## src/rtl/prd_timer_pkg.sv

```systemverilog
package prd_timer_pkg;
   localparam int CTRL_W   = 26;
   localparam int B_EN     = 0;
   localparam int B_INIT   = 1;
   localparam int B_CIE    = 2;
   localparam int B_RLD    = 3;
   localparam int B_DIV_LO = 4;
   localparam int B_SRST   = 16;
   localparam int B_OVW    = 17;
   localparam int B_PW_LO  = 18;
   localparam int B_PW_HI  = 21;
   localparam int B_SRC_LO = 24;
   localparam int SRC_W    = 2;
   localparam int NUM_SRC  = 1 << SRC_W;

   typedef enum logic [2:0] {
      OFS_CTRL = 3'd0,
      OFS_STAT = 3'd1,
      OFS_LOAD = 3'd2,
      OFS_CMP  = 3'd3,
      OFS_CNT  = 3'd4
   } ofs_e;

   function automatic logic [CTRL_W-1:0] keep_mask();
      logic [CTRL_W-1:0] m;
      m = '0;
      m[B_EN]   = 1'b1;
      m[B_INIT] = 1'b1;
      for (int i = B_PW_LO; i <= B_PW_HI; i++) m[i] = 1'b1;
      return m;
   endfunction
endpackage

```

## src/rtl/prd_timer_presc.sv

```systemverilog
module prd_timer_presc #(
   parameter int PSC_W = 12,
   parameter int CFG_W = 14
) (
   input  logic             clk,
   input  logic             rst_n,
   input  logic             run,
   input  logic             src_tick,
   input  logic [PSC_W-1:0] div,
   input  logic [CFG_W-1:0] cfg,
   output logic             tick
);
   logic [PSC_W-1:0] pc_q;
   logic [CFG_W-1:0] cfg_q;
   logic             cfg_chg;

   assign cfg_chg = (cfg != cfg_q);
   assign tick    = run && src_tick && !cfg_chg && (pc_q == div);

   always_ff @(posedge clk or negedge rst_n) begin
      if (!rst_n) begin
         pc_q  <= '0;
         cfg_q <= '0;
      end else begin
         cfg_q <= cfg;
         if (cfg_chg)
            pc_q <= '0;
         else if (run && src_tick)
            pc_q <= (pc_q == div) ? '0 : pc_q + 1'b1;
      end
   end

   p_wrap_zero_r4: assert property (@(posedge clk) disable iff (!rst_n)
      tick |=> (pc_q == '0));
   p_cfg_restart_r4: assert property (@(posedge clk) disable iff (!rst_n)
      cfg_chg |=> (pc_q == '0));
endmodule

```

## src/rtl/prd_timer_core.sv

```systemverilog
module prd_timer_core #(
   parameter int CNT_W = 32
) (
   input  logic             clk,
   input  logic             rst_n,
   input  logic             tick,
   input  logic             run,
   input  logic             rld,
   input  logic [CNT_W-1:0] ld_val,
   input  logic [CNT_W-1:0] cmp_val,
   input  logic             init_req,
   input  logic [CNT_W-1:0] init_val,
   input  logic             srst,
   input  logic             clr_req,
   output logic [CNT_W-1:0] cnt,
   output logic             flag
);
   localparam logic [CNT_W-1:0] ALL1 = '1;

   logic [CNT_W-1:0] nxt;
   logic             step;
   logic             hit;

   assign step = tick && !init_req;
   assign nxt  = (cnt == '0) ? (rld ? ld_val : ALL1) : cnt - 1'b1;
   assign hit  = step && (nxt == cmp_val);

   always_ff @(posedge clk or negedge rst_n) begin
      if (!rst_n) begin
         cnt  <= '0;
         flag <= 1'b0;
      end else begin
         if (init_req)
            cnt <= init_val;
         else if (tick)
            cnt <= nxt;
         if (srst)
            flag <= 1'b0;
         else if (hit)
            flag <= 1'b1;
         else if (clr_req)
            flag <= 1'b0;
      end
   end

   p_freeze_r10: assert property (@(posedge clk) disable iff (!rst_n)
      (!run && !init_req) |=> $stable(cnt));
   p_decrement_r5: assert property (@(posedge clk) disable iff (!rst_n)
      (tick && !init_req && cnt != '0) |=> (cnt == $past(cnt) - 1'b1));
   p_wrap_free_r5: assert property (@(posedge clk) disable iff (!rst_n)
      (tick && !init_req && cnt == '0 && !rld) |=> (cnt == ALL1));
   p_clear_r8: assert property (@(posedge clk) disable iff (!rst_n)
      (clr_req && !tick) |=> !flag);
   p_no_event_frozen_r10: assert property (@(posedge clk) disable iff (!rst_n)
      (!run && !flag) |=> !flag);
endmodule

```

## src/rtl/prd_timer.sv

```systemverilog
module prd_timer #(
   parameter int DATA_W = 32,
   parameter int AW     = 3,
   parameter int PSC_W  = 12
) (
   input  logic              clk,
   input  logic              rst_n,
   input  logic              bus_we,
   input  logic [AW-1:0]     bus_addr,
   input  logic [DATA_W-1:0] bus_wdata,
   output logic [DATA_W-1:0] bus_rdata,
   input  logic              tick_main,
   input  logic              tick_fast,
   input  logic              tick_slow,
   output logic              irq
);
   import prd_timer_pkg::*;

   localparam int CFG_W = SRC_W + PSC_W;
   localparam logic [DATA_W-1:0] ALL1 = '1;
   localparam logic [CTRL_W-1:0] KEEP = keep_mask();
   localparam logic [CTRL_W-1:0] NO_SRST = ~(CTRL_W'(1) << B_SRST);

   generate
      if (DATA_W < CTRL_W) begin : g_bad_width
         $error("DATA_W must hold the control word");
      end
      if (AW < 3) begin : g_bad_addr
         $error("AW must reach offset 4");
      end
      if (B_DIV_LO + PSC_W > B_SRST) begin : g_bad_div
         $error("divider field overlaps soft reset bit");
      end
   endgenerate

   logic [CTRL_W-1:0] ctrl_q;
   logic [DATA_W-1:0] load_q, cmp_q, cnt, init_val;
   logic              wr_ctrl, wr_stat, wr_load, wr_cmp;
   logic              srst, en_rise, init_req, flag, ptick;
   logic [SRC_W-1:0]  src_sel;
   logic [PSC_W-1:0]  div;
   logic [NUM_SRC-1:0] src_vec;

   assign wr_ctrl = bus_we && (bus_addr == AW'(OFS_CTRL));
   assign wr_stat = bus_we && (bus_addr == AW'(OFS_STAT));
   assign wr_load = bus_we && (bus_addr == AW'(OFS_LOAD));
   assign wr_cmp  = bus_we && (bus_addr == AW'(OFS_CMP));

   assign srst    = wr_ctrl && bus_wdata[B_SRST];
   assign en_rise = wr_ctrl && !srst && !ctrl_q[B_EN]
                    && bus_wdata[B_EN] && bus_wdata[B_INIT];
   assign init_req = srst || en_rise || (wr_load && ctrl_q[B_OVW]);

   always_comb begin
      if (srst)
         init_val = '0;
      else if (en_rise)
         init_val = bus_wdata[B_RLD] ? load_q : ALL1;
      else
         init_val = bus_wdata;
   end

   always_ff @(posedge clk or negedge rst_n) begin
      if (!rst_n) begin
         ctrl_q <= '0;
         load_q <= ALL1;
         cmp_q  <= '0;
      end else if (srst) begin
         ctrl_q <= bus_wdata[CTRL_W-1:0] & KEEP;
         load_q <= ALL1;
         cmp_q  <= '0;
      end else begin
         if (wr_ctrl) ctrl_q <= bus_wdata[CTRL_W-1:0] & NO_SRST;
         if (wr_load) load_q <= bus_wdata;
         if (wr_cmp)  cmp_q  <= bus_wdata;
      end
   end

   assign src_sel = ctrl_q[B_SRC_LO +: SRC_W];
   assign div     = ctrl_q[B_DIV_LO +: PSC_W];

   generate
      for (genvar g = 0; g < NUM_SRC; g++) begin : g_src
         if (g == 0) begin : g_off
            assign src_vec[g] = 1'b0;
         end else if (g == 1) begin : g_main
            assign src_vec[g] = tick_main;
         end else if (g == 2) begin : g_fast
            assign src_vec[g] = tick_fast;
         end else begin : g_slow
            assign src_vec[g] = tick_slow;
         end
      end
   endgenerate

   prd_timer_presc #(.PSC_W(PSC_W), .CFG_W(CFG_W)) u_presc (
      .clk      (clk),
      .rst_n    (rst_n),
      .run      (ctrl_q[B_EN]),
      .src_tick (src_vec[src_sel]),
      .div      (div),
      .cfg      ({src_sel, div}),
      .tick     (ptick)
   );

   prd_timer_core #(.CNT_W(DATA_W)) u_core (
      .clk      (clk),
      .rst_n    (rst_n),
      .tick     (ptick),
      .run      (ctrl_q[B_EN]),
      .rld      (ctrl_q[B_RLD]),
      .ld_val   (load_q),
      .cmp_val  (cmp_q),
      .init_req (init_req),
      .init_val (init_val),
      .srst     (srst),
      .clr_req  (wr_stat && bus_wdata[0]),
      .cnt      (cnt),
      .flag     (flag)
   );

   always_comb begin
      bus_rdata = '0;
      case (bus_addr)
         AW'(OFS_CTRL): bus_rdata = DATA_W'(ctrl_q);
         AW'(OFS_STAT): bus_rdata = DATA_W'(flag);
         AW'(OFS_LOAD): bus_rdata = load_q;
         AW'(OFS_CMP):  bus_rdata = cmp_q;
         AW'(OFS_CNT):  bus_rdata = cnt;
         default:       bus_rdata = '0;
      endcase
   end

   assign irq = flag && ctrl_q[B_CIE] && ctrl_q[B_EN];

   p_irq_needs_flag_r9: assert property (@(posedge clk) disable iff (!rst_n)
      irq |-> flag);
   p_ctrl_upper_zero_r2: assert property (@(posedge clk) disable iff (!rst_n)
      (bus_addr == AW'(OFS_CTRL)) |-> (bus_rdata[DATA_W-1:CTRL_W] == '0 && !bus_rdata[B_SRST]));
   p_srst_load_r11: assert property (@(posedge clk) disable iff (!rst_n)
      srst |=> (load_q == ALL1 && cmp_q == '0 && cnt == '0 && !flag));
   p_overwrite_r7: assert property (@(posedge clk) disable iff (!rst_n)
      (wr_load && ctrl_q[B_OVW]) |=> (cnt == $past(bus_wdata)));
endmodule

```

## config.mk

```make
export PLATFORM = sky130hd
export DESIGN_NAME = prd_timer
export DESIGN_NICKNAME = d
export VERILOG_FILES = /design/src/rtl/prd_timer_pkg.sv /design/src/rtl/prd_timer_presc.sv /design/src/rtl/prd_timer_core.sv /design/src/rtl/prd_timer.sv
export SDC_FILE = /design/constraint.sdc
export NUM_CORES = 1
export LEC_CHECK = 0
export ABC_AREA = 1
export BUFFER_PORTS_ARGS = -buffer_cell sky130_fd_sc_hd__buf_2
export CORE_MARGIN = 5
export CORE_UTILIZATION = 55
export DETAILED_ROUTE_END_ITERATION = 8
export GPL_TIMING_DRIVEN = 0
export PLACE_DENSITY_LB_ADDON = 0.1
export SYNTH_ARGS = -nofsm -noshare
export SYNTH_HDL_FRONTEND = slang
export SYNTH_HIERARCHICAL = 1
export SYNTH_SLANG_ARGS = --single-unit
```

## constraint.sdc

```tcl
create_clock -name clk -period 3.05 [get_ports clk]
set_clock_uncertainty 0.15 [all_clocks]
set_input_delay 0.7625 -clock clk [delete_from_list [all_inputs] [get_ports clk]]
set_output_delay 0.7625 -clock clk [all_outputs]
set_load 0.03 [all_outputs]
```

==> flow_metrics.tcl <==
set metrics [dict create \
    cts_root_buffer "clkbuf_16" \
    place_congestion 0.9994 \
    yosysMostFrequentCell "nand2_1" \
    grt-ovfl-total 0 \
    syn_nets 1703 \
    vias 11590 \
    die_h_um 148.7 \
    firstDrtPassIters 8 \
    yosysUniqueCellTypes 37 \
    synth_top_area_share 0.2743 \
    grt_pass1_wl_um 58860 \
    ioPinCount 74 \
    slew_headroom 0.5269 \
    post_drt_via_cell_ratio 5.715 \
    io_buffers 73 \
    clk_path_buf_depth 2 \
    htreeDepth 4 \
    critPathKind "primary input to primary output" \
    syn_area_per_cell_um2 6.380 \
    status "complete, no violations" \
    grt_usage 0.3484 \
    power.density_nw_per_um2 609.9 \
    cp-end-kind "primary output" \
    drive_gt1_frac 0.1437 \
    ys_top_cells_by_area "dfrtp_1, nand2_1, nand3_1" \
    drc 0 \
    clk_latency_ns 0.43 \
    synth_common_cells "nand2_1, nor2_1, inv_1, nand3_1, dfrtp_1" \
    whs_ns 0.2031 \
    netlist.top_cell.by_area "dfrtp_1" \
    dpl-instance-area_um2 11310 \
    final_cell_area_um2 12090 \
    synth-main-ff-cell "dfrtp_1" \
    grt_pass1_vias 10200 \
    synth_cells 1659 \
    drv_cap 0 \
    core-area_um2 18830 \
    cp_cell_sequence "buf_2 -> inv_2 -> nor2_2 -> nand2_4 -> inv_4 -> buf_4 -> nand2_1 -> nand4_1 -> buf_2" \
    power_leakage_uw 0.006271 \
    grt_max_degree 76 \
    final_antenna_net_count 0 \
    antenna_cells 0 \
    final_util 0.6421 \
    antenna_found_initial 0 \
    rsz0062_at_grt "yes" \
    timing.final.crit_share 0.9850 \
    path_max_fanout 10 \
    syn_to_final_growth_pct 14.25 \
    syn_area_um2 10580 \
    critical_path.max_stage_delay_ns 0.23 \
    drtIter0Drc 1699 \
    row_count 50 \
    finalMaxSlewViolations 0 \
    period_minus_slack_ns 3.004 \
    finalHoldViolations 0 \
    yosysSeqAreaShare 0.3537 \
    ir_drop_uv 434.5 \
    critPathRequiredTime_ns 2.14 \
    postSynth.asyncResetShare 1.000 \
    yosysWarnings 6 \
    totalWireLength_um 38340 \
    dieWidth_um 148.7 \
    crit_top_cell "buf_2" \
    crit_path_top_delay_cell "buf_2" \
    dieArea_um2 22120 \
    cp.arrival_ns 2.09 \
    setup_viol 0 \
    start_util 0.5621 \
    cts.sinks 148 \
    clk_pin_slew_worst_paths_ns 0.06 \
    ys_ff_latch 148 \
    cts_inserted_buffers 17 \
    wl_per_cell_um 18.90 \
    synth_enable_flop_cells 0 \
    nNetsFinal 1799 \
    cts_tree "yes" \
    nFillCells 1807 \
    clock.fmax_mhz 332.9 \
    r2r_cells 14 \
    min_path_type "primary input to async pin" \
    startpoint_type "primary input" \
    hpwl_um 30020 \
    tightest_slew_ns 0.7097 \
]
==> final timing paths <==
kind / end / slack (ns) / startpoint
max in group asynchronous: load_q[26] / 1.67 / rst_n
worst min register to register: ctrl_q[18] / 0.35 / ctrl_q[18]
worst max-delay path: bus_rdata[14] / 0.05 / bus_addr[1]
worst max register to register: u_core/flag / 0.12 / u_core/cnt[0]
min in group clk: ctrl_q[18] / 0.35 / ctrl_q[18]
worst min-delay path: u_presc/pc_q[2] / 0.20 / rst_n
==> critical path, delay by kind of cell <==
family,cells,cell delay (ns)
AND/OR/NAND/NOR,4,0.49
buffers and inverters,5,0.83
==> state kept, by name, summed over array words and instances (netlist names) <==
name / count
cmp_q: 32
ctrl_q: 25
load_q: 32
u_core/cnt: 32
u_core/flag: 1
u_presc/cfg_q: 14
u_presc/pc_q: 12
==> placed cells by master (no fill, tap or decap), types with 4 or more instances in the layout <==
cell type  netlist  final
nand2_1        629    628
nor2_1         214    209
inv_1          171    169
nand3_1        170    168
dfrtp_1        116    116
buf_2           27     90
dfstp_2         32     32
o211ai_1        31     31
nand4_1         30     30
o311ai_0        29     28
clkbuf_1        40     26
o21ai_0         25     24
o21ai_1         16     17
clkbuf_16        0     17
o31ai_1         16     16
nand3b_1        16     16
nor2_2           9     13
nand2_2         12     12
buf_6            7     12
clkbuf_2         0     11
inv_2            9     10
nor2_4           8      9
buf_4            0      8
xor2_1           8      8
xnor2_1          8      6
nor3_1           5      4
a21oi_1          5      4
nand2_4          3      4
clkbuf_4         0      4
clkinv_4         0      4
==> repair_timing <==
item / in CTS / in global routing
hold buffers: 0 / 0
resized for setup: 23 / 47
endpoints found under the setup margin: 60 / 58
pin swaps: 0 / 4
buffers inserted: 0 / 4
cloned: 0 / 0
==> per-stage QoR <==
step | setup WS, ns | total power, uW | TNS [ns] | instances
final | 0.04574 | 7375 | 0 | 2028
after global routing | -0.02059 | 7762 | -0.02059 | 2028
after CTS | 0.01018 | 7273 | 0 | 2024
after detailed placement | -0.7782 | 5126 | -25.96 | 1993
after global placement | -1.173 | 5064 | -165.54 | 1992
after floorplan | 0.3893 | 4331 | 0 | 1659
==> power by group <==
part | leakage [uW] | internal, uW | switching (uW)
combinational | 0.00416 | 755 | 1460
clock | 0.000287 | 1280 | 876
sequential | 0.00183 | 2410 | 600
==> routing by layer <==
layer / GRT usage / vias to the layer above / share of wire
li1: - / 5478 / -
met4: 0.1150 / 0 / 0.037
met3: 0.06673 / 89 / 0.11
met1: 0.4910 / 5363 / 0.40
met5: 0 / - / 0
met2: 0.5424 / 661 / 0.45
==> cell families after synthesis <==
kind of cell / Yosys count / synth area share
adders and majority gates: 3 / 0.003547
DFF: 148 / 0.3537
AOI/OAI and AO/OA: 128 / 0.08322
xor gates and xnor gates: 16 / 0.01324
buffers and inverters: 258 / 0.09978
and+or+nand+nor: 1106 / 0.4465
==> cell type report <==
class	instances	area, um^2	share of cell area
inverter	183	690.7	0.05712
clock buffer	22	474.2	0.03922
tap	260	325.3	0.02690
buffer	74	417.9	0.03456
multi-input combinational	1253	5862	0.4848
sequential	148	3744	0.3096
timing repair buffer	78	454.2	0.03756
clock inverter	10	123.9	0.01024
No activity file was read; power rests on OpenSTA's default activity.
